### config.mk
export PLATFORM = sky130hd
export DESIGN_NAME = pxser_tx
export DESIGN_NICKNAME = d
export VERILOG_FILES = /design/src/rtl/pxser_tx.sv
export SDC_FILE = /design/constraint.sdc
export NUM_CORES = 1
export LEC_CHECK = 0
export BUFFER_PORTS_ARGS = -buffer_cell sky130_fd_sc_hd__buf_4
export CORE_UTILIZATION = 50
export DETAILED_ROUTE_END_ITERATION = 16
export PLACE_DENSITY = 0.7
export SYNTH_ARGS = -nofsm -noshare
export SYNTH_HDL_FRONTEND = slang
export SYNTH_SLANG_ARGS = --single-unit
### constraint.sdc
create_clock -name clk -period 4.2 [get_ports clk]
set_clock_uncertainty 0.15 [all_clocks]
set_input_delay 0.63 -clock clk [delete_from_list [all_inputs] [get_ports clk]]
set_output_delay 0.63 -clock clk [all_outputs]
set_load 0.01 [all_outputs]
### src/rtl/pxser_tx.sv
module pxser_tx #(
  parameter int CW  = 8,
  parameter int GPW = 2
) (
  input  logic           clk,
  input  logic           rst_n,
  input  logic           bit_en,
  input  logic           px_stb,
  input  logic [1:0]     lanes_sel,
  input  logic [CW-1:0]  red,
  input  logic [CW-1:0]  grn,
  input  logic [CW-1:0]  blu,
  input  logic           hsync,
  input  logic           vsync,
  input  logic           den,
  input  logic [GPW-1:0] gp,
  output logic [2:0]     lane_dat,
  output logic           px_ref
);
  localparam int W    = 3*CW + 3 + GPW + 1;
  localparam int CNTW = $clog2(W + 1);

  logic [W-1:0]    hold_q, sh_q;
  logic [1:0]      nl_q;
  logic [CNTW-1:0] slot_q;

  wire           strobe = bit_en & px_stb;
  wire [W-2:0]   body   = {red, grn, blu, hsync, vsync, den, gp};
  wire [W-1:0]   word   = {body, ^body};
  wire [1:0]     nl_in  = (lanes_sel == 2'd0) ? 2'd1 : lanes_sel;

  always_ff @(posedge clk) begin
    if (!rst_n) begin
      hold_q <= '0;
      sh_q   <= '0;
      nl_q   <= 2'd1;
      slot_q <= CNTW'(W);
    end else if (strobe) begin
      hold_q <= word;
      sh_q   <= hold_q;
      nl_q   <= nl_in;
      slot_q <= '0;
    end else if (bit_en) begin
      case (nl_q)
        2'd3:    sh_q <= sh_q << 3;
        2'd2:    sh_q <= sh_q << 2;
        default: sh_q <= sh_q << 1;
      endcase
      if (slot_q < CNTW'(W)) slot_q <= slot_q + 1'b1;
    end
  end

  assign lane_dat[0] = sh_q[W-1];
  assign lane_dat[1] = (nl_q >= 2'd2) ? sh_q[W-2] : 1'b0;
  assign lane_dat[2] = (nl_q == 2'd3) ? sh_q[W-3] : 1'b0;
  assign px_ref      = (slot_q == '0);
endmodule

==> results of run 1 <==
==> where the power goes <==
part           internal, W  switching, W  leakage (nW)  total, W
sequential        0.000675     0.0000369         0.551  0.000712
combinational     0.000138      0.000128         0.965  0.000266
clock             0.000245      0.000233        0.0905  0.000479
==> synth_stat cells <==
library cell / count / area (sq um)
nand2_1: 66 / 248
nand4_1: 2 / 12.5
xnor2_2: 2 / 32.5
and2_1: 3 / 18.8
xnor3_1: 3 / 67.6
a21boi_0: 30 / 225
a41oi_1: 1 / 8.76
nand2b_1: 1 / 6.26
nor2_1: 28 / 105
clkbuf_1: 32 / 120
inv_1: 4 / 15.0
xnor2_1: 19 / 166
nand3_1: 4 / 20.0
nor3b_1: 2 / 15.0
buf_4: 2 / 15.0
buf_1: 2 / 7.51
o21ai_0: 33 / 165
nor2b_1: 2 / 12.5
o311ai_0: 2 / 17.5
mux2i_1: 30 / 300
xor2_1: 3 / 26.3
o211a_1: 1 / 10.0
o21a_1: 1 / 7.51
nor4b_1: 1 / 8.76
buf_2: 3 / 15.0
dfxtp_1: 67 / 1340
a211oi_1: 27 / 203
o21ai_1: 2 / 10.0
a21oi_1: 54 / 270
ha_1: 2 / 25.0
and3_1: 2 / 12.5
==> registers in the layout (all words and copies together) (netlist names) <==
register / flops
nl_q: 2
slot_q: 5
hold_q: 30
sh_q: 30
==> routing by layer <==
layer	wire length [um]	vias up	GRT usage
met5	0	-	0
met4	98	0	0.0773
met3	292	10	0.0500
met2	3590	65	0.360
met1	3670	1423	0.298
li1	-	1526	-
==> path summary, 6_finish.rpt <==
path / to / slack (ns) / cells past startpoint
hold / removal: hold_q[0]$_SDFFE_PN0P_ / 0.31 / 2
setup / recovery: lane_dat[2] / 1.73 / 2
hold reg to reg: hold_q[0]$_SDFFE_PN0P_ / 0.31 / 2
setup reg to reg: sh_q[7]$_SDFFE_PN0P_ / 1.91 / 5
==> kinds of logic after synthesis <==
| family | share of synthesized area |
|---|---|
| AO/OA/AOI/OAI | 0.261 |
| AND/OR/NAND/NOR | 0.131 |
| flip-flops | 0.382 |
| buffers and inverters | 0.0492 |
| multiplexers | 0.0856 |
| XOR/XNOR | 0.0835 |
| adder cells (fa/ha/maj) | 0.00713 |
==> stage by stage <==
stage	utilization	instances	hold slack, ns	cell area, sq um
final	0.584	547	0.309	3970
after global routing	0.584	547	0.341	3970
after CTS	0.584	547	0.313	3970
after detailed placement	0.558	531	0.302	3790
after global placement	0.558	531	0.299	3790
after floorplan	-	431	0.287	3510
==> area by class of cell <==
cell class | count | area share
timing repair buffer | 43 | 0.0814
multi-input combinational | 321 | 0.503
tap | 96 | 0.0303
clock buffer | 14 | 0.0410
clock inverter | 2 | 0.00252
sequential | 67 | 0.338
inverter | 4 | 0.00379
==> critical path, stage by stage, from the launching register on <==
cell     delay [ns]
dfxtp_1        0.97
and3_1         0.26
buf_4          0.12
==> results, run 1 <==
- The run finished with clean final reports.
- For this design, the CTS-stage hold fixing added 0 buffers.
- The initial utilization of the core area, before any placement, comes to 0.516.
- The source-to-sink clock delay at the later pin of the worst-skew pair is ~0.34 ns.
- The global-route wire length before repair is about 13 mm.
- In the layout the commonest cells are 67 x dfxtp_1, 66 x nand2_1, 54 x a21oi_1.
- Of the synthesized area, sequential elements account for 0.382.
- The startpoint identified for the worst register-to-register timing path is nl_q[0]$_SDFFE_PN1P_.
- The final hold violation count is 0.
- After synthesis the netlist holds a flip-flop and latch count of 67.
- Data on the critical path is required at its endpoint by between 3 and 4 ns.
- Compared with the post-synthesis result, the final layout area differs by 13.1%.
- The count of unresolved DRC violations after routing is 0.
- Clock tree synthesis found a total of 67 sinks.
- The number of antenna violations at the first check in global routing is 0.
- The via-per-instance ratio is 5.53.
- In this run the post-CTS setup repair buffer count came out at 0.
- Across the whole layout, storage elements account for approximately 1300 sq um.
- STA classifies the critical path endpoint as an output port.
- Buffers inserted during clock tree synthesis total 9.
- The post-route total power is between 0.001 and 0.0015 W.
- The site row count is 30.
- Power spread over the standard cell area amounts to roughly 370 nW/um^2.
- Prior to clock tree synthesis, the placed netlist has a worst setup slack of ~1.6 ns.
- The die is about 86 um tall.
- The number of buffers added on ports is 38.
- Of all nets on the critical path, the largest fanout is 18.
- Across the VDD grid, the largest voltage drop is a little over 200 uV.
- The share of the clock period used by the worst path after layout is 0.589.
- Based on the critical path, the design can be clocked at up to 0.404 GHz.
- The clock-pin slew on the worst setup and hold paths is roughly 0.070 ns.
- STA classifies the critical path startpoint as a flop.
- TritonCTS built the clock tree.
- The final wirelength is between 7 and 8 mm.
- The overall fraction of global-route tracks in use is 0.224.
- In this run the most critical hold path is launched from hold_q[0]$_SDFFE_PN0P_.
- The final weighted congestion in routability-driven placement is slightly above 0.7.
- The worst path meets setup with roughly 1.7 ns of slack.
- The clock tree synthesis step divided the H-tree into 3 levels.
- The number of global-route vias before repair was 2835.
- The setup total negative slack is 0 ns.
- In this run the worst hold path is classified as reg2reg.
- The synthesized netlist net count is ~470.
- The routed layout has a little over 3000 vias.
- After synthesis the cells add up to between 3000 and 4000 sq um.
- The detailed router finished its first iteration with 130 violations.
- Gates resized during post-CTS repair numbered 0.
- The final setup violation count is 0.
- The relative slew slack is 0.341.
- The repair_antennas step left the layout with diodes totalling 0.
- The clock period could shrink to around 2.5 ns.
- The total half-perimeter wirelength after legalization and detailed placement is approximately 4.8 mm.
- Across the run, the number of max-cap violations was 0.
- The total number of yosys warnings is 0.
- Setup repair after global routing left no endpoint under its margin.
- The leading cell type in the layout, fill and taps excluded is dfxtp_1.
- The first-pass iteration count of the detailed router is 7.
- The tree is rooted in a clkbuf_8.
- The multi-input combinational cells in the finished layout cover a total of about 2000 sq um.
- The die footprint is 7360 sq um.
- The die outline width is 85.8 um.
- The transition time at the pin with the least slew margin is ~1 ns.
- The number of nets with antenna violations after routing is 0.
- For the worst setup path, the data arrival time is ~1.7 ns.
- The number of max-slew violations in the final report is 0.
- The cell count after synthesis is between 400 and 500.
- Tracing the worst setup path back leads to its startpoint at nl_q[0]$_SDFFE_PN1P_.
- The aggregate global routing overflow is 0.
- The layout has 633 filler cells.
- For this design the static power due to leakage is between 1.5 and 2 nW.
- The wire length per cell is ~14 um.
- The worst setup path is of the reg2out kind.
- Yosys mapped the design onto 31 distinct sky130hd cell types.
- Entering global routing, the biggest net connects just under 70 pins.
- Of the cells placed in the final design, the portion with a size suffix greater than 1 is 0.129.
- The area of the core is 6790 sq um.
- The synthesized area divided by synthesized cell count is ~8.1 sq um.
- For this design the top-level I/O count stands at 39.
- The longest clock path from root to sink contains 2 buffers.
- At the end of the flow, the number of nets in the layout was ~480.
No activity file was read; power rests on OpenSTA's default activity.
==> run 2, diff against run 1 <==
Settings changed: ABC_AREA set to 1, PLACE_DENSITY 0.7 to 0.72.
Clock period 4.2 ns to 2.1 ns, I/O delays scaled along.
==> results, run 2 <==
- The deepest clock path buffer count is 2 (unchanged).
- Of the available clock period, the critical path in the final layout requires 0.821.
- The post-cts resize count is 0 (unchanged).
- The number of nets in the layout is 666 (was 483).
- The count of flip-flops with a built-in enable after synthesis was 0 (unchanged).
- The via-per-instance ratio is 5.23 (was 5.53).
- The worst supply voltage drop on vdd is 415 uV (was 204 uV).
- The overall fraction of global-route tracks in use is 0.236 (was 0.224).
- The leading cell type in the layout, fill and taps excluded is nand2_1 (was dfxtp_1).
- The largest net degree at the start of global routing is 42 (was 69).
- The source-to-sink clock delay at the later pin of the worst-skew pair was 0.34 ns (about the same).
- The clock buffer count from CTS is 9 (unchanged).
- The area occupied by multi-input gates is 2010 sq um (was 1990 sq um).
- The number of antenna violations at the first check in global routing is 0 (unchanged).
- Critical path cell sequence: nand2_2, nor2_1, buf_4 (was and3_1, buf_4).
- The combinational group share of total power came to 0.172 (was 0.183).
- The number of cells on the critical path is 3 (was 2).
- The count of unresolved DRC violations after routing is 0 (unchanged).
- The wire length per cell is 11.5 um (was 14.0 um).
- The worst reg-to-reg path cell count is 7 (was 5).
- The count of buffers added by post-CTS timing repair for setup is 0 (unchanged).
- The cell count after synthesis is 598 (was 431).
- The worst hold path stage count came to 3 (was 2).
- The total clock sinks is 67 (unchanged).
- The antenna cell count is 0 (unchanged).
- The smallest clock period supported by the final layout is computed as about 1.7 ns.
- The dominant synthesized flop cell was dfxtp_1 (unchanged).
- The clock-pin slew on the worst setup and hold paths is 0.06 ns (was 0.07 ns).
- The number of nets with antenna violations after routing came to 0 (unchanged).
- The filler cell count was 728 (was 633).
- The share of layout cells above drive strength 1 came to 0.112 (was 0.129).
- The share of the yosys chip area belonging to registers was 0.362 (was 0.382).
- The starting utilization of the core area came to 0.514 (was 0.516).
- The unique cell type count in the Yosys netlist is 29 (was 31).
- The synthesized netlist net count came to 635 (was 468).
- The final wirelength came to 8.41 mm (was 7.65 mm).
- The proportion of register bits with asynchronous set or reset after synthesis is 0 (unchanged).
- The number of global-route vias before repair came to 3219 (was 2835).
- The endpoint class of the critical path was an output port (unchanged).
- The signed area change from the synthesized netlist to the final layout is 14.5% (was 13.1%).
- The number of max-slew violations in the final report is 0 (unchanged).
- The boundary pin count is 39 (unchanged).
- Highest-count cells in the layout ignoring fill and taps: 241 x nand2_1, 67 x dfxtp_1, 66 x a21oi_1 (was 67 x dfxtp_1, 66 x nand2_1, 54 x a21oi_1).
- The area of the core is 7210 sq um (was 6790 sq um).
- The cell with the most instances after synthesis is nand2_1 (was dfxtp_1).
- Setup repair after global routing missed its margin: no (unchanged).
- The library cell used as clock root buffer is clkbuf_8 (unchanged).
- The area of all sequential standard cells is 1340 sq um (unchanged).
- The power density relative to cell area was 661 nW/um^2 (was 367 nW/um^2).
- The flop and latch count out of synthesis is 67 (unchanged).
- The total half-perimeter wirelength after legalization and detailed placement is 6.12 mm (was 4.81 mm).
- Leading cell types by count after synthesis: 241 x nand2_1, 67 x dfxtp_1, 66 x a21oi_1 (was 67 x dfxtp_1, 66 x nand2_1, 54 x a21oi_1).
- The setup total negative slack was 0 ns (unchanged).
- The number of hold buffers added after CTS is 0 (unchanged).
- The data arrival time of the critical path is 1.26 ns (was 1.69 ns).
- The class of the tightest hold or removal check is in2reg (was reg2reg).
- The first-pass iteration count of the detailed router is 4 (was 7).
- The leading area contributor after synthesis is dfxtp_1 (unchanged).
- The switching power is 0.000784 W (was 0.000398 W).
- The sequential group share of total power is 0.497 (was 0.489).
- The number of buffers added on ports is 38 (unchanged).
- The violation count after the first detailed-route iteration is 225 (was 130).
- The count of buffer and inverter cells on the critical path is 1 (unchanged).
- The required time at the endpoint of the critical path came to 1.63 ns (was 3.42 ns).
- The least setup slack across all paths after layout is 0.376 ns (was 1.73 ns).
- The cell class contributing the biggest share of worst-path delay is flip-flops (unchanged).
- The vertical die dimension is 88.1 um (was 85.8 um).
- The slowest cell on the critical path was dfxtp_1 (unchanged).
- The reported max-cap violation count was 0 (unchanged).
- The final weighted congestion in routability-driven placement is 0.847 (was 0.727).
- The final setup violation count is 0 (unchanged).
- The maximum fanout count along the critical path came to 10 (was 18).
- The post-synthesis cell area is 3710 sq um (was 3510 sq um).
- The synthesized area divided by synthesized cell count is 6.20 sq um (was 8.14 sq um).
- The maximum level of the CTS H-tree is 3 (unchanged).
- The internal power is 0.00202 W (was 0.00106 W).
- The delay of the slowest cell on the worst path is 0.44 ns (was 0.97 ns).
- The kind of critical path is reg2out (unchanged).
- The transition time at the pin with the least slew margin came to 0.416 ns (was 0.987 ns).
- The final hold violation count is 0 (unchanged).
- The die outline width is 88.1 um (was 85.8 um).
- Result of the run: finished, final reports clean (unchanged).
- The aggregate global routing overflow is 0 (unchanged).
- The die footprint is 7760 sq um (was 7360 sq um).
- The top achievable clock speed is between 0.5 and 0.6 GHz.
- The via total after detailed routing came to 3837 (was 3024).
- The global-route wire length before repair is 14.2 mm (was 13.1 mm).
- The relative slew slack is 0.723 (was 0.341).
- The share of Yosys cell area claimed by the top area cell type is 0.362 (was 0.382).
- The leakage dissipation is 1.92 nW (was 1.61 nW).
- Area contributors post-synth: dfxtp_1 36%, nand2_1 24%, a21oi_1 8.9%, o21ai_0 5.3%, inv_1 4.9% (was dfxtp_1 38%, mux2i_1 8.6%, a21oi_1 7.7%, nand2_1 7.1%, a21boi_0 6.4%).
- The total number of yosys warnings came to 0 (unchanged).
- Registers with the most flip-flops: hold_q: 30 flops, sh_q: 30 flops, slot_q: 5 flops (unchanged).
- The worst setup slack after placement was 0.430 ns (was 1.64 ns).
- The part of the power in the clock network is 0.332 (was 0.328).
- The element type at the critical path start is a flop (unchanged).
- The proportion of total power due to net switching is 0.280 (was 0.273).
- The site row count is 31 (was 30).
- The CTS tree is built (unchanged).
-- run 2: cell type report --
class,count,area share
Clock buffer,14,0.0383
Multi-Input combinational cell,447,0.474
Clock inverter,2,0.00236
Inverter,53,0.0471
Timing Repair Buffer,51,0.0931
Sequential cell,67,0.316
Tap cell,99,0.0292
-- run 2: path summary, 6_finish.rpt --
kind / end / startpoint / slack, ns
max: lane_dat[2] / nl_q[1]$_SDFFE_PN0P_ / 0.38
min: nl_q[0]$_SDFFE_PN1P_ / lanes_sel[0] / 0.04
max reg2reg: sh_q[29]$_SDFFE_PN0P_ / nl_q[1]$_SDFFE_PN0P_ / 0.41
min reg2reg: sh_q[27]$_SDFFE_PN0P_ / sh_q[27]$_SDFFE_PN0P_ / 0.32
-- run 2: power by group through the flow --
| stage | Clock [W] | Sequential [W] | Combinational, W |
|---|---|---|---|
| finish | 0.000930 | 0.00139 | 0.000481 |
| global route | 0.00101 | 0.00140 | 0.000556 |
| CTS | 0.000957 | 0.00139 | 0.000484 |
| detailed placement | 0 | 0.00142 | 0.000482 |
| global placement | 0 | 0.00142 | 0.000466 |
| floorplan | 0 | 0.00141 | 0.000339 |
-- run 2: worst register-to-register path, cell delays in order, from the launching register on --
cell	delay, ns
dfxtp_1	0.44
inv_2	0.15
nor2_1	0.11
buf_4	0.24
inv_2	0.12
o211ai_1	0.18
o211ai_1	0.10
a21oi_1	0.12
-- run 2: kinds of logic (layout without fill, tap and decap cells) --
family | Yosys count | count (layout) | synth area share
XOR/XNOR | 1 | 1 | 0.00236
buffers and inverters | 84 | 120 | 0.0952
AO/OA/AOI/OAI | 164 | 164 | 0.241
flip-flops | 67 | 67 | 0.362
AND/OR/NAND/NOR | 280 | 280 | 0.293
adder cells (fa/ha/maj) | 2 | 2 | 0.00675
-- run 2: through the flow --
| stage | instance area, sq um | cells | power (W) | utilization | hold slack (ns) |
|---|---|---|---|---|---|
| floorplan | 3710 | 598 | 0.00175 | - | 0.290 |
| global placement | 4070 | 717 | 0.00189 | 0.565 | 0.297 |
| detailed placement | 4070 | 717 | 0.00190 | 0.565 | 0.310 |
| CTS | 4250 | 733 | 0.00283 | 0.589 | 0.0229 |
| global route | 4250 | 733 | 0.00297 | 0.589 | 0.0644 |
| finish | 4250 | 733 | 0.00281 | 0.589 | 0.0414 |
-- run 2: layer usage --
layer | GRT usage | routed length [um] | up-vias
met5 | 0 | 0 | -
met4 | 0.0674 | 89 | 0
met3 | 0.0594 | 367 | 11
met2 | 0.368 | 3820 | 75
met1 | 0.323 | 4130 | 1731
li1 | - | - | 2020
==> run 3, diff against run 2 <==
Settings changed: ABC_AREA 1 to 0, PLACE_DENSITY 0.72 to 0.7.
Clock period 2.1 ns to 1.81 ns, I/O delays scaled along.
==> results, run 3 (synthesis results as in run 1) <==
- The element type at the critical path start was a flop (unchanged).
- The proportion of total power due to net switching is 0.266 (was 0.280).
- The clock period minus final worst setup slack is 1.70 ns.
- The final wirelength is 7.35 mm (was 8.41 mm).
- Setup repair after global routing missed its margin: no (unchanged).
- The relative slew slack is 0.623 (was 0.723).
- The post-layout utilization of the core is 0.595 (was 0.589).
- The wire length per cell is 13.3 um (was 11.5 um).
- The die footprint is 7360 sq um (was 7760 sq um).
- The number of antenna violations at the first check in global routing is 0 (unchanged).
- The number of cells on the critical path is 4 (was 3).
- The data arrival time of the critical path is 1.28 ns (was 1.26 ns).
- The total clock sinks was 67 (unchanged).
- The count of unresolved DRC violations after routing came to 0 (unchanged).
- The final weighted congestion in routability-driven placement came to 0.779 (was 0.847).
- The number of max-slew violations in the final report was 0 (unchanged).
- The cell class contributing the biggest share of worst-path delay is flip-flops (unchanged).
- The largest net degree at the start of global routing is 69 (was 42).
- The worst hold path stage count is 3 (unchanged).
- The share of layout cells above drive strength 1 is 0.136 (was 0.112).
- The internal power was 0.00253 W (was 0.00202 W).
- The top achievable clock speed is 0.588 GHz.
- The setup total negative slack is 0 ns (unchanged).
- The post-cts resize count came to 0 (unchanged).
- The final hold violation count came to 0 (unchanged).
- Highest-count cells in the layout ignoring fill and taps: 67 x dfxtp_1, 66 x nand2_1, 54 x a21oi_1 (was 241 x nand2_1, 67 x dfxtp_1, 66 x a21oi_1).
- The worst setup slack for register-to-register paths is 0.36 ns (was 0.41 ns).
- The area of all sequential standard cells is 1340 sq um (unchanged).
- The post-route worst hold slack came to 0.0454 ns (was 0.0414 ns).
- The reg-to-reg endpoint is sh_q[17]$_SDFFE_PN0P_ (was sh_q[29]$_SDFFE_PN0P_).
- Result of the run: finished, final reports clean (unchanged).
- The post-route cell area is 4040 sq um (was 4250 sq um).
- The via-per-instance ratio is 5.42 (was 5.23).
- The count of buffers added by post-CTS timing repair for setup is 0 (unchanged).
- The antenna cell count is 0 (unchanged).
- The first-pass iteration count of the detailed router came to 4 (unchanged).
- The sequential group share of total power is 0.477 (was 0.497).
- The power density relative to cell area is 851 nW/um^2 (was 661 nW/um^2).
- The total half-perimeter wirelength after legalization and detailed placement is 4.85 mm (was 6.12 mm).
- The switching power was 0.000916 W (was 0.000784 W).
- The count of buffer and inverter cells on the critical path is 2 (was 1).
- The combinational group share of total power is 0.185 (was 0.172).
- The clock-pin slew on the worst setup and hold paths is 0.07 ns (was 0.06 ns).
- The kind of critical path is reg2out (unchanged).
- The number of hold buffers added after CTS came to 0 (unchanged).
- The number of global-route vias before repair was 2746 (was 3219).
- The deepest clock path buffer count is 2 (unchanged).
- The violation count after the first detailed-route iteration is 134 (was 225).
- The post-detailed-placement cell area is 3870 sq um (was 4070 sq um).
- The leading cell type in the layout, fill and taps excluded is dfxtp_1 (was nand2_1).
- The worst reg-to-reg path cell count is 5 (was 7).
- The filler cell count came to 636 (was 728).
- The die outline width was 85.8 um (was 88.1 um).
- The slowest cell on the critical path was dfxtp_1 (unchanged).
- The final setup violation count is 0 (unchanged).
- The endpoint of the worst hold-timing path is hold_q[22]$_SDFFE_PN0P_ (was nl_q[0]$_SDFFE_PN1P_).
- The reported max-cap violation count is 0 (unchanged).
- The post-route total power is 0.00344 W (was 0.00281 W).
- The number of nets in the layout came to 488 (was 666).
- The area of the core is 6790 sq um (was 7210 sq um).
- Critical path cell sequence: inv_1, ha_1, nor4b_1, buf_4 (was nand2_2, nor2_1, buf_4).
- The site row count is 30 (was 31).
- The library cell used as clock root buffer is clkbuf_8 (unchanged).
- The launch point of the worst hold path is red[0] (was lanes_sel[0]).
- The signed area change from the synthesized netlist to the final layout is 15.3% (was 14.5%).
- The part of the power in the clock network is 0.338 (was 0.332).
- The starting utilization of the core area was 0.516 (was 0.514).
- The transition time at the pin with the least slew margin is 0.566 ns (was 0.416 ns).
- The boundary pin count is 39 (unchanged).
- The endpoint class of the critical path is an output port (unchanged).
- The class of the tightest hold or removal check is in2reg (unchanged).
- The CTS tree is built (unchanged).
- The vertical die dimension was 85.8 um (was 88.1 um).
- Registers with the most flip-flops: hold_q: 30 flops, sh_q: 30 flops, slot_q: 5 flops (unchanged).
- The area occupied by multi-input gates is 1990 sq um (was 2010 sq um).
- The worst supply voltage drop on vdd came to 500 uV (was 415 uV).
- The share of the clock period used by the worst path after layout is 0.939.
- The source-to-sink clock delay at the later pin of the worst-skew pair was 0.34 ns (about the same).
- The delay of the slowest cell on the worst path was 0.36 ns (was 0.44 ns).
- The startpoint of the worst register-to-register path is nl_q[0]$_SDFFE_PN1P_ (was nl_q[1]$_SDFFE_PN0P_).
- The number of buffers added on ports came to 38 (unchanged).
- The maximum fanout count along the critical path came to 6 (was 10).
- The overall fraction of global-route tracks in use is 0.216 (was 0.236).
- The global-route wire length before repair is 12.6 mm (was 14.2 mm).
- The via total after detailed routing was 2986 (was 3837).
- The maximum level of the CTS H-tree came to 3 (unchanged).
- The aggregate global routing overflow is 0 (unchanged).
- The required time at the endpoint of the critical path was 1.39 ns (was 1.63 ns).
- The number of nets with antenna violations after routing is 0 (unchanged).
- The clock buffer count from CTS was 9 (unchanged).
- The leakage dissipation is 1.64 nW (was 1.92 nW).
-- run 3: changes by cell type in the layout (fill, tap and decap cells not counted), moves of 18 or more --
cell / change
inv_1: -44
xnor2_1: +18
a211oi_1: +27
mux2i_1: +30
a21boi_0: +30
a31oi_1: -25
nand2_1: -175
-- run 3: worst max path at each step --
stage	start	endpoint	slack, ns
final	slot_q[1]$_SDFFE_PN1P_	px_ref	0.11
after global routing	slot_q[1]$_SDFFE_PN1P_	px_ref	0.03
after CTS	slot_q[1]$_SDFFE_PN1P_	px_ref	0.09
after detailed placement	blu[5]	hold_q[0]$_SDFFE_PN0P_	-0.15
after global placement	blu[5]	hold_q[0]$_SDFFE_PN0P_	-0.13
after floorplan	blu[5]	hold_q[0]$_SDFFE_PN0P_	0.12
-- run 3: per-stage QoR --
stage / setup slack, ns / std cells
3_5_place_dp: -0.151 / 536
5_1_grt: 0.0324 / 551
4_1_cts: 0.0890 / 551
3_3_place_gp: -0.130 / 536
2_1_floorplan: 0.124 / 431
6_report: 0.111 / 551
-- run 3: area by class of cell --
type                            count  share of cell area
Inverter                            4             0.00371
Timing Repair Buffer               48              0.0984
Clock buffer                       12              0.0334
Sequential cell                    67               0.332
Multi-Input combinational cell    321               0.493
Tap cell                           96              0.0297
Clock inverter                      3             0.00990
-- run 3: worst register-to-register path: cells and delay by family, from the launching register on --
kind / cells / cell delay (ns)
AOI/OAI and AO/OA: 3 / 0.34
buffers and inverters: 1 / 0.23
DFF: 1 / 0.37
muxes: 1 / 0.22
-- run 3: power groups by stage --
stage	clock [W]	combinational [W]	sequential, W
2_1_floorplan	0	0.000475	0.00165
3_3_place_gp	0	0.000629	0.00167
3_5_place_dp	0	0.000641	0.00167
4_1_cts	0.00119	0.000645	0.00164
5_1_grt	0.00125	0.000713	0.00165
6_report	0.00116	0.000638	0.00164
-- run 3: routing by layer --
layer	global-route usage	share of wire	up-vias
met5	0	0	-
met4	0.0909	0.013	0
met3	0.0356	0.023	8
met1	0.292	0.49	1399
li1	-	-	1536
met2	0.342	0.47	43
